$ cat src/rtl/irqc_pkg.sv
package irqc_pkg;
    localparam int REG_W  = 16;
    localparam int NSRC   = 9;
    localparam int NGRP   = 7;
    localparam logic [REG_W-1:0] EN_MASK = 16'h00EF;

    // Enable bit that gates group g: groups 0..3 use bits 0..3, the others skip bit 4
    function automatic int grp_en_bit(int g);
        return (g < 4) ? g : g + 1;
    endfunction

    // Group that owns pending source s
    function automatic int src_grp(int s);
        if (s <= 3)      return s;
        else if (s == 4) return 3;
        else if (s <= 6) return s - 1;
        else             return 6;
    endfunction

    // Groups 0..2 (timer 0, timer 1, GPIO) flush their pending state when disabled
    function automatic bit grp_flush(int g);
        return g < 3;
    endfunction

    typedef enum logic [1:0] {RD_NONE, RD_EN, RD_PEND} rd_sel_e;
endpackage

$ cat src/rtl/irqc_pend_flag.sv
module irqc_pend_flag #(
    parameter bit FLUSH = 1'b0
) (
    input  logic clk_i,
    input  logic rst_ni,
    input  logic en_d_i,
    input  logic ev_i,
    input  logic clr_i,
    output logic pend_d_o,
    output logic pend_q_o
);
    logic pend_d, pend_q;

    always_comb begin
        pend_d = ev_i | (pend_q & ~clr_i);
        if (FLUSH) pend_d = pend_d & en_d_i;
    end

    always_ff @(posedge clk_i or negedge rst_ni) begin
        if (!rst_ni) pend_q <= 1'b0;
        else         pend_q <= pend_d;
    end

    assign pend_d_o = pend_d;
    assign pend_q_o = pend_q;
endmodule

$ cat src/rtl/irqc_bus_dec.sv
module irqc_bus_dec import irqc_pkg::*; #(
    parameter int ADDR_W    = 4,
    parameter int EN_ADDR   = 0,
    parameter int PEND_ADDR = 1
) (
    input  logic              sel_i,
    input  logic              wr_i,
    input  logic [ADDR_W-1:0] addr_i,
    input  logic [REG_W-1:0]  wdata_i,
    input  logic [REG_W-1:0]  en_q_i,
    output logic [REG_W-1:0]  en_d_o,
    output logic [NSRC-1:0]   clr_o,
    output logic              rd_o,
    output rd_sel_e           rd_sel_o
);
    logic hit_en, hit_pend;

    always_comb begin
        hit_en   = (addr_i == ADDR_W'(EN_ADDR));
        hit_pend = (addr_i == ADDR_W'(PEND_ADDR));
        en_d_o   = (sel_i && wr_i && hit_en) ? (wdata_i & EN_MASK) : en_q_i;
        clr_o    = (sel_i && wr_i && hit_pend) ? wdata_i[NSRC-1:0] : '0;
        rd_o     = sel_i && !wr_i;
        if (hit_en)        rd_sel_o = RD_EN;
        else if (hit_pend) rd_sel_o = RD_PEND;
        else               rd_sel_o = RD_NONE;
    end
endmodule

$ cat src/rtl/irqc_grp_or.sv
module irqc_grp_or import irqc_pkg::*; (
    input  logic [NSRC-1:0] pend_i,
    input  logic [NGRP-1:0] grp_en_i,
    output logic [NGRP-1:0] req_o
);
    for (genvar g = 0; g < NGRP; g++) begin : g_grp
        logic [NSRC-1:0] member;
        for (genvar s = 0; s < NSRC; s++) begin : g_mem
            assign member[s] = (src_grp(s) == g) ? pend_i[s] : 1'b0;
        end
        assign req_o[g] = grp_en_i[g] & (|member);
    end
endmodule

$ cat src/rtl/irq_enable_ctrl.sv
module irq_enable_ctrl import irqc_pkg::*; #(
    parameter int ADDR_W    = 4,
    parameter int EN_ADDR   = 0,
    parameter int PEND_ADDR = 1
) (
    input  logic              clk_i,
    input  logic              rst_ni,
    input  logic              bus_sel_i,
    input  logic              bus_wr_i,
    input  logic [ADDR_W-1:0] bus_addr_i,
    input  logic [REG_W-1:0]  bus_wdata_i,
    output logic [REG_W-1:0]  bus_rdata_o,
    input  logic [NSRC-1:0]   src_ev_i,
    output logic [NGRP-1:0]   irq_o
);
    typedef struct packed {
        logic [REG_W-1:0] en;
        logic [REG_W-1:0] rdata;
        logic [NGRP-1:0]  irq;
    } state_t;

    state_t st_d, st_q;

    logic [REG_W-1:0] en_d;
    logic [NSRC-1:0]  clr;
    logic             rd;
    rd_sel_e          rd_sel;
    logic [NGRP-1:0]  grp_en_d;
    logic [NSRC-1:0]  pend_d, pend_q;
    logic [NGRP-1:0]  irq_d;

    irqc_bus_dec #(
        .ADDR_W(ADDR_W), .EN_ADDR(EN_ADDR), .PEND_ADDR(PEND_ADDR)
    ) u_dec (
        .sel_i(bus_sel_i), .wr_i(bus_wr_i), .addr_i(bus_addr_i),
        .wdata_i(bus_wdata_i), .en_q_i(st_q.en), .en_d_o(en_d),
        .clr_o(clr), .rd_o(rd), .rd_sel_o(rd_sel)
    );

    for (genvar g = 0; g < NGRP; g++) begin : g_gen
        assign grp_en_d[g] = en_d[grp_en_bit(g)];
    end

    for (genvar s = 0; s < NSRC; s++) begin : g_src
        irqc_pend_flag #(.FLUSH(grp_flush(src_grp(s)))) u_flag (
            .clk_i(clk_i), .rst_ni(rst_ni),
            .en_d_i(grp_en_d[src_grp(s)]), .ev_i(src_ev_i[s]),
            .clr_i(clr[s]), .pend_d_o(pend_d[s]), .pend_q_o(pend_q[s])
        );
    end

    irqc_grp_or u_or (.pend_i(pend_d), .grp_en_i(grp_en_d), .req_o(irq_d));

    always_comb begin
        st_d     = st_q;
        st_d.en  = en_d;
        st_d.irq = irq_d;
        if (rd) begin
            unique case (rd_sel)
                RD_EN:   st_d.rdata = st_q.en;
                RD_PEND: st_d.rdata = REG_W'(pend_q);
                default: st_d.rdata = '0;
            endcase
        end
    end

    always_ff @(posedge clk_i or negedge rst_ni) begin
        if (!rst_ni) st_q <= '0;
        else         st_q <= st_d;
    end

    assign bus_rdata_o = st_q.rdata;
    assign irq_o       = st_q.irq;
endmodule


$ cat config.mk
export PLATFORM = sky130hd
export DESIGN_NAME = irq_enable_ctrl
export DESIGN_NICKNAME = d
export VERILOG_FILES = /design/src/rtl/irqc_pkg.sv /design/src/rtl/irqc_pend_flag.sv /design/src/rtl/irqc_bus_dec.sv /design/src/rtl/irqc_grp_or.sv /design/src/rtl/irq_enable_ctrl.sv
export SDC_FILE = /design/constraint.sdc
export NUM_CORES = 1
export LEC_CHECK = 0
export ABC_AREA = 1
export BUFFER_PORTS_ARGS = -buffer_cell sky130_fd_sc_hd__buf_4
export CAP_MARGIN = 40
export CORE_ASPECT_RATIO = 1.1
export CORE_MARGIN = 4
export CORE_UTILIZATION = 45
export CTS_BUF_LIST = sky130_fd_sc_hd__clkbuf_8
export DETAILED_ROUTE_END_ITERATION = 8
export GPL_TIMING_DRIVEN = 1
export PLACE_DENSITY = 0.77
export SLEW_MARGIN = 20
export SYNTH_ARGS = -nofsm -noshare
export SYNTH_HDL_FRONTEND = slang
export SYNTH_SLANG_ARGS = --single-unit
$ cat constraint.sdc
create_clock -name clk_i -period 2.1 [get_ports clk_i]
set_input_delay 0.105 -clock clk_i [delete_from_list [all_inputs] [get_ports clk_i]]
set_output_delay 0.105 -clock clk_i [all_outputs]
set_load 0.005 [all_outputs]
* After elaboration in Yosys (flattened, before gate mapping)
Index checks and enable logic that the tools add are counted.
** Cells by class
- Eq/ne operators :: 3
- Reduce and logical (&&, ||, !) cells :: 8
- Multiplexer cells :: 5
- Bitwise gates (word level) :: 37
** Operators by type and width (count)
- $and A1 B1 Y1 :: 19
- $pmux W9 S2 :: 1
- $mux W9 :: 1
- $not A1 Y1 :: 9
- $or A1 B1 Y1 :: 9
- $mux W8 :: 1
- $eq A4 B1 Y1 const B :: 1
- $logic_and A1 B1 Y1 :: 4
- $logic_not A4 Y1 :: 1
- $mux W2 :: 2
- $reduce_or A2 Y1 :: 2
- $eq A2 B1 Y1 const B :: 1
- $eq A2 B2 Y1 const B :: 1
- $logic_not A1 Y1 :: 1
** Storage, ports and cells
- Register bits after elaboration :: 39
- Output and inout port bits :: 23
- Logic and storage cells :: 65

* Logic depth before layout (Yosys ltp)
Gate-level depths: netlist of the first run.
- Word-level depth :: 8
- Gate-level depth with buffers :: 7

* By module
From an unflattened synthesis of the first run, not the netlist that was laid out.
** Second synthesis, totals
- Cells, all modules :: 285
- Area, all modules :: 2373.5 sq um
** Modules (own cells, without submodules)
- irq_enable_ctrl :: instances 1, area an instance 1566.5 sq um, sequential area each 975.9 sq um, cells an instance 149
- irqc_bus_dec :: instances 1, area an instance 360.3 sq um, sequential area each 0.0 sq um, cells an instance 72
- irqc_pend_flag at g_src[3].u_flag ... :: instances 6, area an instance 40.0 sq um, sequential area each 25.0 sq um, cells an instance 5
- irqc_pend_flag at g_src[0].u_flag ... :: instances 3, area an instance 48.8 sq um, sequential area each 25.0 sq um, cells an instance 6
- irqc_grp_or :: instances 1, area an instance 60.1 sq um, sequential area each 0.0 sq um, cells an instance 16

* Worst setup path before layout of the first run
No wires, ideal clock.
- Path kind :: input port to flip-flop
- From :: input bus_addr_i[1]
- To :: register g_src[0].u_flag.pend_q
- Path buffers :: 1
- Library setup time :: 119 ps
- Stages :: 7
- Arrival time :: 775 ps
- Slack :: 1205 ps
- Required time :: 1981 ps
- Cells stage by stage :: nor2_4 > nand2_4 > nor2_8 > buf_8 > nand2_2 > o21ai_2 > nor2_1
** On the way
- Word-level cells in the longest chain between the ends :: 7
- Elaborated cells between the ends (all ways) :: 10
- Classes of those cells :: eq/ne: 1; mux: 2; bitwise: 4; reduce/logical: 3
** Ends and longest elaborated chain
- start, declared :: RTL line irq_enable_ctrl.sv:10 : input logic [ADDR_W-1:0] bus_addr_i,
- $eq A4 B1 Y1 :: RTL line irqc_bus_dec.sv:20 : hit_pend = (addr_i == ADDR_W'(PEND_ADDR));
- $logic_and A1 B1 Y1 :: RTL line irqc_bus_dec.sv:22 : clr_o = (sel_i && wr_i && hit_pend) ? wdata_i[NSRC-1:0] : '0;
- $mux W9 :: RTL line irqc_bus_dec.sv:22
- $not A1 Y1 :: RTL line irqc_pend_flag.sv:15 : pend_d = ev_i | (pend_q & ~clr_i);
- $and A1 B1 Y1 :: RTL line irqc_pend_flag.sv:15
- $or A1 B1 Y1 :: RTL line irqc_pend_flag.sv:15
- $and A1 B1 Y1 (*) :: RTL line irqc_pend_flag.sv:16 : if (FLUSH) pend_d = pend_d & en_d_i;
- net g_src[0].u_flag.pend_d_o :: RTL line irqc_pend_flag.sv:9 : output logic pend_d_o,
- end signal, assigned :: RTL line irqc_pend_flag.sv:21 : else pend_q <= pend_d;
- end, declared :: RTL line irqc_pend_flag.sv:12 : logic pend_d, pend_q;
The timed path passes the listed nets; every way through them passes the cells marked *.
A chain may end at the register's enable or synchronous reset.

* Worst setup path after layout of the first run
- From :: input bus_addr_i[3]
- To :: register st_q, in the netlist irq_o[5]
** On the way
- Word-level cells in the longest chain between the ends :: 7
- Elaborated cells between the ends (all ways) :: 10
- Classes of those cells :: eq/ne: 1; mux: 2; bitwise: 4; reduce/logical: 3
** Ends and longest elaborated chain
- $eq A4 B1 Y1 :: RTL line irqc_bus_dec.sv:20
- $logic_and A1 B1 Y1 :: RTL line irqc_bus_dec.sv:22
- $mux W9 :: RTL line irqc_bus_dec.sv:22
- $not A1 Y1 :: RTL line irqc_pend_flag.sv:15
- $and A1 B1 Y1 :: RTL line irqc_pend_flag.sv:15
- $or A1 B1 Y1 :: RTL line irqc_pend_flag.sv:15
- $and A1 B1 Y1 (*) :: RTL line irqc_grp_or.sv:11 : assign req_o[g] = grp_en_i[g] & (|member);
- net irq_d[5] :: RTL line irq_enable_ctrl.sv:30 : logic [NGRP-1:0] irq_d;
- end signal, assigned :: RTL line irq_enable_ctrl.sv:69 : else st_q <= st_d;
- end, declared :: RTL line irq_enable_ctrl.sv:22 : state_t st_d, st_q;
Marks and branches as above.

==> out/qor.csv, run 1 <==
metric,value,unit
depth of the CTS H-tree,2,
Clock Path Buffers,2,
max-cap check violation count,0,
Port Buf Inserts,41,
"Hold Vio Cnt, Final",0,
cell count of the worst reg-to-reg path,4,
final setup fails,0,
share of post-route cells with drive strength above 1,0.3234,
NumNets Final,233,
"Top FF cell, synth",dfrtp_1,
synth cell count leaders,"30 x nand2_1, 29 x dfrtp_1, 25 x buf_4, 23 x inv_1, 14 x nor2_1",
YS warnings,0,
Mapped Area,0.001506,mm2
Post-Synth Simple-Gate Area,0.2367,
CTS Buf Count,5,
Post-synth EDFFs,0,
most common cell in the netlist,nand2_1,
worst hold path type,primary input to flip-flop,
CP max FO,14,
Leakage,0.9351,nW
Tmin final,0.9881,ns
Crit path largest cell delay,0.29,ns
final wirelength,2702,um
share of the synthesized area in the top cell type,0.4817,
sequential share of the synthesized area,0.4817,
Post-CTS Hold Buffers,1,
"top cells by area, synth","dfrtp_1 48%, buf_4 12%, nand2_1 7.5%, inv_1 5.7%, nor2_1 3.5%",
main combinational cell family by area after synthesis,simple AND/OR/NAND/NOR gates,
reg-to-reg setup timing slack,1.32,ns
antenna violations before repair,0,
gr usage total,0.1437,
placed insts,226,
critical path arrival,1.14,ns
DR WL/cell,11.50,um
CP Depth,7,
Clock Latency Late Sink,0.27,ns
Clock Tree Root,clkbuf_8,
WP buf/inv,1,
GR Overflow Total,0,
average via count per standard cell,4.638,
cell depth of the worst hold path,3,
Layout Cells excl Fill,235,
DRC Markers,0,
first-pass detailed-route iteration total,4,
vias in the first global route,1049,
crit path cell chain,buf_4 -> nor2_4 -> nand2_4 -> nor2_8 -> nand2_1 -> o21ai_1 -> a21oi_1,
Worst Path Required,2.25,ns
status,"complete, no violations",
Post-CTS Setup Bufs,0,
largest net degree at the start of global routing,30,
ys async rst share,1.000,
syn_area_per_cell,8.810,um2
skew final,0.002423,ns
RSZ-0062 raised after global routing,false,
Crit Path Class,primary input to flip-flop,
setup TNS,0,ns
first-pass GRT wire length,4588,um
Die Ht,68.69,um
cts repair resizes,0,
Die Area,0.004338,mm2
Max Slew Vio Count,0,
CP endpoint kind,flip-flop,
DP HPWL,2156,um
Synth Area in Adders,0,
core area,0.003127,mm2
Synth area leader,dfrtp_1,
family with the most delay on the worst path,simple AND/OR/NAND/NOR gates,
Netlist cell types,21,
num rows,21,
ant diodes,0,
via count,1090,
Synth Area in Compound Gates,0.08140,
TritonCTS Sinks,29,
Area growth syn-to-layout,17.28,%
synthesized flop and latch total,29,
I/O pins,56,
mux cell area share after synthesis,0,
fin crit share,0.4705,
chip width,63.17,um
Post-Synthesis Cells,171,
CP startpoint kind,primary input,
power per cell area,769.8,mW/mm2
Initial Util,0.4818,
fmax,1012,MHz
Peak VDD IR,0.3595,mV
antenna-violating nets left,0,
CTS tree,done,
clock-pin slew on the worst setup and hold paths,0.05,ns
GPL Wtd Cong,0.8455,
XOR/XNOR Fraction of Synth Area,0,
Critical-path top delay cell,nor2_4,
initial DRC count,30,
[sequential cells by signal, summed over array words and instances, names as in the netlist]
signal / flops
st_q: 7
g_src.u_flag.pend_q_o: 7
irq_o: 6
bus_rdata_o: 9
[cell families after synthesis]
logic type,Yosys count
simple gates,71
buf+inv,51
flops,29
compound gates,19
other cells,1
[report_power, final]
group          switching [mW]  total [mW]  leakage, nW  internal, mW
registers              0.0498       0.691        0.334         0.641
logic                   0.120       0.260        0.549         0.140
clock network           0.190       0.410       0.0519         0.220
[through the flow]
step / area (um2) / utilization / power [mW] / worst slack (ns) / hold WS (ns)
5_1_grt: 1767 / 0.5650 / 1.443 / 1.043 / 0.03546
2_1_floorplan: 1529 / - / 0.8825 / 1.205 / -0.1906
3_5_place_dp: 1677 / 0.5362 / 0.9644 / 0.8173 / 0.04932
4_1_cts: 1767 / 0.5650 / 1.378 / 1.104 / 0.01707
6_report: 1767 / 0.5650 / 1.360 / 1.112 / 0.02433
3_3_place_gp: 1677 / 0.5362 / 0.9542 / 0.8403 / 0.04315
[worst reg2reg max path: stages, from the launching register on]
cell	delay [ns]
dfrtp_1	0.38
nand2_1	0.08
nand2_1	0.06
nor2_1	0.10
nor2_1	0.05
[layout make-up]
type,instances,area (um2)
clock buffers,5,68.82
flip-flops and latches,29,725.7
clock inverters,3,11.26
well taps,34,42.54
repair buffers,42,317.8
fillers,311,1360
inverters,25,95.09
multi-input cells,97,505.5
[metal layers]
metal | track usage | vias to the layer above | wire, um
met2 | 0.2161 | 28 | 1274
met4 | 0.1185 | 0 | 80
met3 | 0.04862 | 7 | 179
li1 | - | 562 | -
met1 | 0.1689 | 493 | 1167
met5 | 0 | - | 0
[layout by cell type (no fill, tap or decap)]
master         count
buf_4             41
nand2_1           30
dfrtp_1           29
inv_1             26
nor2_1            14
nand3_1            9
nand2_2            7
a31oi_1            7
conb_1             7
o21ai_2            5
a21oi_1            5
clkbuf_8           5
nand4_1            4
nor2_4             3
o21ai_1            2
nand2_4            1
nor2_8             1
nor2_2             1
clkinv_1           1
or2_1              1
clkinv_2           1
dlygate4sd3_1      1
[worst paths after layout]
path                                           from                  endpoint
setup / recovery                      bus_addr_i[3]                  irq_o[5]
hold / removal                          src_ev_i[6]  g_src[6].u_flag.pend_q_o
setup reg to reg           g_src[3].u_flag.pend_q_o                  irq_o[3]
hold reg to reg                      bus_rdata_o[4]            bus_rdata_o[4]
max in group asynchronous                    rst_ni            bus_rdata_o[8]
min in group asynchronous                    rst_ni                  irq_o[4]
Note: power is estimated with default switching activity, not from simulation.
==> run 2: changes to the inputs <==
- clock period: 2.1 -> 1 ns (I/O delays scaled with it)
==> out/qor.csv, run 2 (same netlist as run 1, synthesis figures left out) <==
metric,value,unit,change
status,"complete, no violations",,
Port Buf Inserts,41,,unchanged
Clock Path Buffers,2,,unchanged
Max Slew Vio Count,0,,unchanged
I/O pins,56,,unchanged
DRC Markers,0,,unchanged
Crit. Startpoint,irq_o[2],,
worst hold path type,primary input to flip-flop,,
antenna-violating nets left,0,,unchanged
share of post-route cells with drive strength above 1,0.3318,,+0.008370
fmax,1161,MHz,
core area,0.003127,mm2,unchanged
Fill cells,274,,-12%
register area,725.7,um2,unchanged
final worst slack,0.1384,ns,-0.9735 ns
critical path arrival,0.81,ns,-0.33 ns
Post-CTS Setup Bufs,0,,unchanged
first-pass detailed-route iteration total,4,,unchanged
antenna violations before repair,0,,unchanged
Tmin final,0.8616,ns,
RSZ-0062 raised after global routing,false,,
fin crit share,0.8616,,
depth of the CTS H-tree,2,,unchanged
first-pass GRT wire length,4547,um,-0.89%
Die Ht,68.69,um,unchanged
CTS Buf Count,5,,unchanged
skew final,0.0008873,ns,-0.001536 ns
Multi-input gate area,505.5,um2,unchanged
vias in the first global route,1041,,-0.76%
largest net degree at the start of global routing,30,,unchanged
clock-pin slew on the worst setup and hold paths,0.05,ns,about the same
CP endpoint kind,primary output,,
Clock Tree Root,clkbuf_8,,
Initial Util,0.4818,,unchanged
Die Area,0.004338,mm2,unchanged
GR Overflow Total,0,,unchanged
"Hold Vio Cnt, Final",0,,unchanged
Crit path largest cell delay,0.40,ns,+0.11 ns
num rows,21,,unchanged
Area growth syn-to-layout,24.34,%,
Reg2Reg Launch Point,g_src[3].u_flag.pend_q_o,,
worst hold start,src_ev_i[0],,
ant diodes,0,,unchanged
average via count per standard cell,4.518,,-2.6%
CP startpoint kind,flip-flop,,
setup slack at placement,-0.03938,ns,-0.8567 ns
CTS tree,done,,
Leakage,0.9814,nW,+5.0%
power per cell area,1564,mW/mm2,+100%
chip width,63.17,um,unchanged
Critical-path top delay cell,dfrtp_1,,
final core occ,0.5990,,+0.03401
GPL Wtd Cong,0.8178,,-3.3%
Largest register FFs,9,,unchanged
"commonest cells after routing, fill and taps aside","45 x buf_4, 30 x nand2_1, 29 x dfrtp_1",,
crit path cell chain,buf_4,,
via count,1107,,+1.6%
CP max FO,3,,-11
TritonCTS Sinks,29,,unchanged
DP HPWL,2142,um,-0.67%
gr usage total,0.1409,,-0.002867
Clock Latency Late Sink,0.27,ns,about the same
final setup fails,0,,unchanged
WP buf/inv,1,,unchanged
family with the most delay on the worst path,flip-flops,,
Peak VDD IR,0.9755,mV,+170%
max-cap check violation count,0,,unchanged
DR WL/cell,11.07,um,-3.7%
"commonest non-fill, non-tap cell in the layout",buf_4,,
NumNets Final,244,,+4.7%
initial DRC count,24,,-20%
Worst Path Required,0.95,ns,-1.30 ns
final wirelength,2713,um,+0.41%
Crit Path Class,flip-flop to primary output,,
-- run 2: layer usage --
metal | track usage | wire, um
met1 | 0.1627 | 1166
met5 | 0 | 0
met3 | 0.04700 | 180
met4 | 0.09091 | 65
met2 | 0.2279 | 1299
-- run 2: final cells by class --
cell class | instances | share of cell area
Inverter | 25 | 0.05077
Clock buffer | 6 | 0.04409
Clock inverter | 1 | 0.002004
Multi-Input combinational cell | 97 | 0.2699
Tap cell | 34 | 0.02271
Sequential cell | 29 | 0.3874
Timing Repair Buffer | 53 | 0.2231
-- run 2: through the flow --
stage | hold slack [ns] | setup TNS (ns) | total power, mW | instance area (um2) | std cells
after CTS | 0.001768 | 0 | 2.980 | 1873 | 245
final | 0.006782 | 0 | 2.930 | 1873 | 245
after global routing | 0.01221 | 0 | 3.123 | 1873 | 245
after detailed placement | -0.008625 | -0.1423 | 2.030 | 1707 | 230
after floorplan | -0.2456 | 0 | 1.853 | 1529 | 177
after global placement | -0.01132 | -0.03726 | 2.015 | 1707 | 230
-- run 2: final timing paths --
check	end	slack [ns]	cells past startpoint
worst min-delay path	g_src[0].u_flag.pend_q_o	0.007	3
max in group asynchronous	bus_rdata_o[6]	0.49	2
worst max register to register	irq_o[3]	0.21	4
worst max-delay path	irq_o[2]	0.14	1
worst min register to register	bus_rdata_o[8]	0.48	2
min in group asynchronous	g_src[0].u_flag.pend_q_o	0.24	2
-- run 2: power by group --
| group | switching, mW | internal (mW) |
|---|---|---|
| Sequential | 0.102 | 1.35 |
| Clock | 0.374 | 0.533 |
| Combinational | 0.253 | 0.321 |
-- run 2: what timing repair did --
item / in CTS / in global routing
hold buffers: 8 / 0
hold endpoints to repair: 36 / 0
resized for setup: 0 / 0
==> run 3: changes to the inputs <==
- ABC_AREA: 1 -> not set
- CORE_ASPECT_RATIO: 1.1 -> not set
==> out/qor.csv, run 3 <==
metric,value,unit,change
status,"complete, no violations",,
skew final,0.006956,ns,+0.006069 ns
"commonest non-fill, non-tap cell in the layout",buf_4,,
Netlist cell types,31,,+48%
DP HPWL,2496,um,+17%
worst hold path type,primary input to flip-flop,,
CTS Buf Count,5,,unchanged
first-pass detailed-route iteration total,4,,unchanged
placed insts,223,,-3.0%
Die Area,0.004322,mm2,-0.39%
Fill cells,277,,+1.1%
num rows,20,,-4.8%
antenna-violating nets left,0,,unchanged
Clock Latency Late Sink,0.28,ns,about the same
worst hold start,bus_wdata_i[6],,
Worst Path Required,1.15,ns,+0.20 ns
cell depth of the worst hold path,3,,unchanged
gr usage total,0.1676,,+0.02671
DRC Markers,0,,unchanged
Synth Area in Compound Gates,0.1710,,+0.08958
Critical R2R Capture,g_src[0].u_flag.pend_q_o,,
Peak VDD IR,0.9387,mV,-3.8%
"commonest cells after routing, fill and taps aside","52 x buf_4, 29 x dfrtp_1, 21 x nand2_1",,
Post-synth EDFFs,0,,unchanged
mux cell area share after synthesis,0,,unchanged
Worst Hold Path EP,st_q[29],,
ys async rst share,1.000,,unchanged
share of the synthesized area in the top cell type,0.4837,,+0.002009
largest net degree at the start of global routing,30,,unchanged
first-pass GRT wire length,5402,um,+19%
fmax,1048,MHz,-9.7%
Post-Synthesis Cells,146,,-15%
Area growth syn-to-layout,29.11,%,
Layout Cells excl Fill,235,,-4.1%
Port Buf Inserts,41,,unchanged
final wirelength,3265,um,+20%
chip width,65.74,um,+4.1%
final setup fails,0,,unchanged
Initial Util,0.4796,,-0.002193
setup TNS,0,ns,unchanged
Leakage,0.8938,nW,-8.9%
Max Slew Vio Count,0,,unchanged
Synth Area in Adders,0,,unchanged
synth cell count leaders,"29 x dfrtp_1, 23 x buf_4, 21 x nand2_1, 13 x o21ai_1, 8 x nand3_1",,
Synth area leader,dfrtp_1,,
Die Ht,65.74,um,-4.3%
critical path arrival,1.10,ns,+0.29 ns
Post-Place Cell Area,0.001810,mm2,+6.1%
reg-to-reg setup timing slack,0.14,ns,-0.07 ns
Largest register FFs,9,,unchanged
clock-pin slew on the worst setup and hold paths,0.06,ns,about the same
fin crit share,0.9540,,+0.09240
CP startpoint kind,primary input,,
via count,1185,,+7.0%
sequential share of the synthesized area,0.4837,,+0.002009
cell count of the worst reg-to-reg path,2,,-2
Tmin final,0.9540,ns,+0.09240 ns
TritonCTS Sinks,29,,unchanged
average via count per standard cell,5.043,,+12%
NumNets Final,223,,-8.6%
YS warnings,0,,unchanged
"Top FF cell, synth",dfrtp_1,,
"top cells by area, synth","dfrtp_1 48%, buf_4 12%, nand2_1 5.3%, o21ai_1 4.3%, a22oi_1 3.5%",,
Post-Synth Simple-Gate Area,0.1993,,-0.03738
CP endpoint kind,flip-flop,,
core area,0.003128,mm2,about the same
most common cell in the netlist,dfrtp_1,,
"Hold Vio Cnt, Final",0,,unchanged
GPL Wtd Cong,0.7794,,-4.7%
main combinational cell family by area after synthesis,simple AND/OR/NAND/NOR gates,,
power per cell area,1429,mW/mm2,-8.6%
Reg2Reg Launch Point,st_q[23],,
RSZ-0062 raised after global routing,false,,
DR WL/cell,13.89,um,+25%
depth of the CTS H-tree,2,,unchanged
final instance area,0.001937,mm2,+3.4%
CTS tree,done,,
ant diodes,0,,unchanged
Mapped Area,0.001500,mm2,-0.42%
synthesized flop and latch total,29,,unchanged
max-cap check violation count,0,,unchanged
initial DRC count,40,,+67%
antenna violations before repair,0,,unchanged
I/O pins,56,,unchanged
CP max FO,7,,+4
Clock Tree Root,clkbuf_8,,
share of post-route cells with drive strength above 1,0.4031,,+0.07139
vias in the first global route,1263,,+21%
Clock Path Buffers,2,,unchanged
syn_area_per_cell,10.28,um2,+17%
XOR/XNOR Fraction of Synth Area,0,,unchanged
Crit Path Class,primary input to flip-flop,,
GR Overflow Total,0,,unchanged
[run 3: through the flow]
step                utilization  setup slack (ns)  power, mW  hold WS (ns)
floorplan                     -          -0.01504      1.671       -0.2456
global placement         0.5788           -0.2158      1.850      -0.01933
detailed placement       0.5788           -0.2422      1.870      -0.01726
CTS                      0.6180          0.008771      2.782      0.007918
global route             0.6192          0.001415      2.896       0.02570
finish                   0.6192           0.04600      2.768       0.01770
[run 3: routing by layer]
layer	track usage	part of all wire	up-vias
li1	-	-	573
met1	0.1749	0.38	560
met2	0.2941	0.52	45
met3	0.05812	0.071	7
met4	0.08549	0.022	0
met5	0	0	-
[run 3: kinds of logic after synthesis]
logic type / Yosys count
DFF: 29
and+or+nand+nor: 49
buffers and inverters: 31
AOI/OAI and AO/OA: 36
other: 1
[run 3: how the worst max path moves through the flow]
stage,start,end,slack (ns),depth (start not counted)
2_1_floorplan,bus_addr_i[1],g_src[0].u_flag.pend_q_o,-0.02,3
3_3_place_gp,bus_addr_i[1],irq_o[4],-0.22,4
3_5_place_dp,bus_addr_i[1],irq_o[2],-0.24,4
4_1_cts,src_ev_i[8],irq_o[6],0.009,5
5_1_grt,bus_addr_i[1],irq_o[4],0.001,6
6_report,bus_addr_i[1],irq_o[1],0.05,4
[run 3: layout make-up]
cell class	count	area (um2)	share of cell area
clock inverters	3	13.76	0.007106
well taps	44	55.05	0.02842
multi-input cells	92	596.8	0.3081
clock buffers	5	68.82	0.03553
repair buffers	58	461.7	0.2384
inverters	4	15.01	0.007752
flip-flops and latches	29	725.7	0.3747
[run 3: repair_timing]
item | CTS | global route
buffers inserted | 0 | 1
hold endpoints to repair | 32 | 0
endpoints found under the setup margin | 0 | 4
resized for setup | 0 | 1
hold buffers | 4 | 0
[run 3: where the power goes]
| group | leakage, nW | internal (mW) | total (mW) | switching (mW) |
|---|---|---|---|---|
| clock network | 0.0491 | 0.470 | 0.906 | 0.436 |
| logic | 0.485 | 0.275 | 0.500 | 0.225 |
| registers | 0.360 | 1.29 | 1.36 | 0.0719 |
| total | 0.894 | 2.03 | 2.77 | 0.733 |
[run 3: critical path: stages]
cell and delay (ns):
buf_4 0.12, or4b_4 0.60, nor2_4 0.21, a221oi_1 0.11
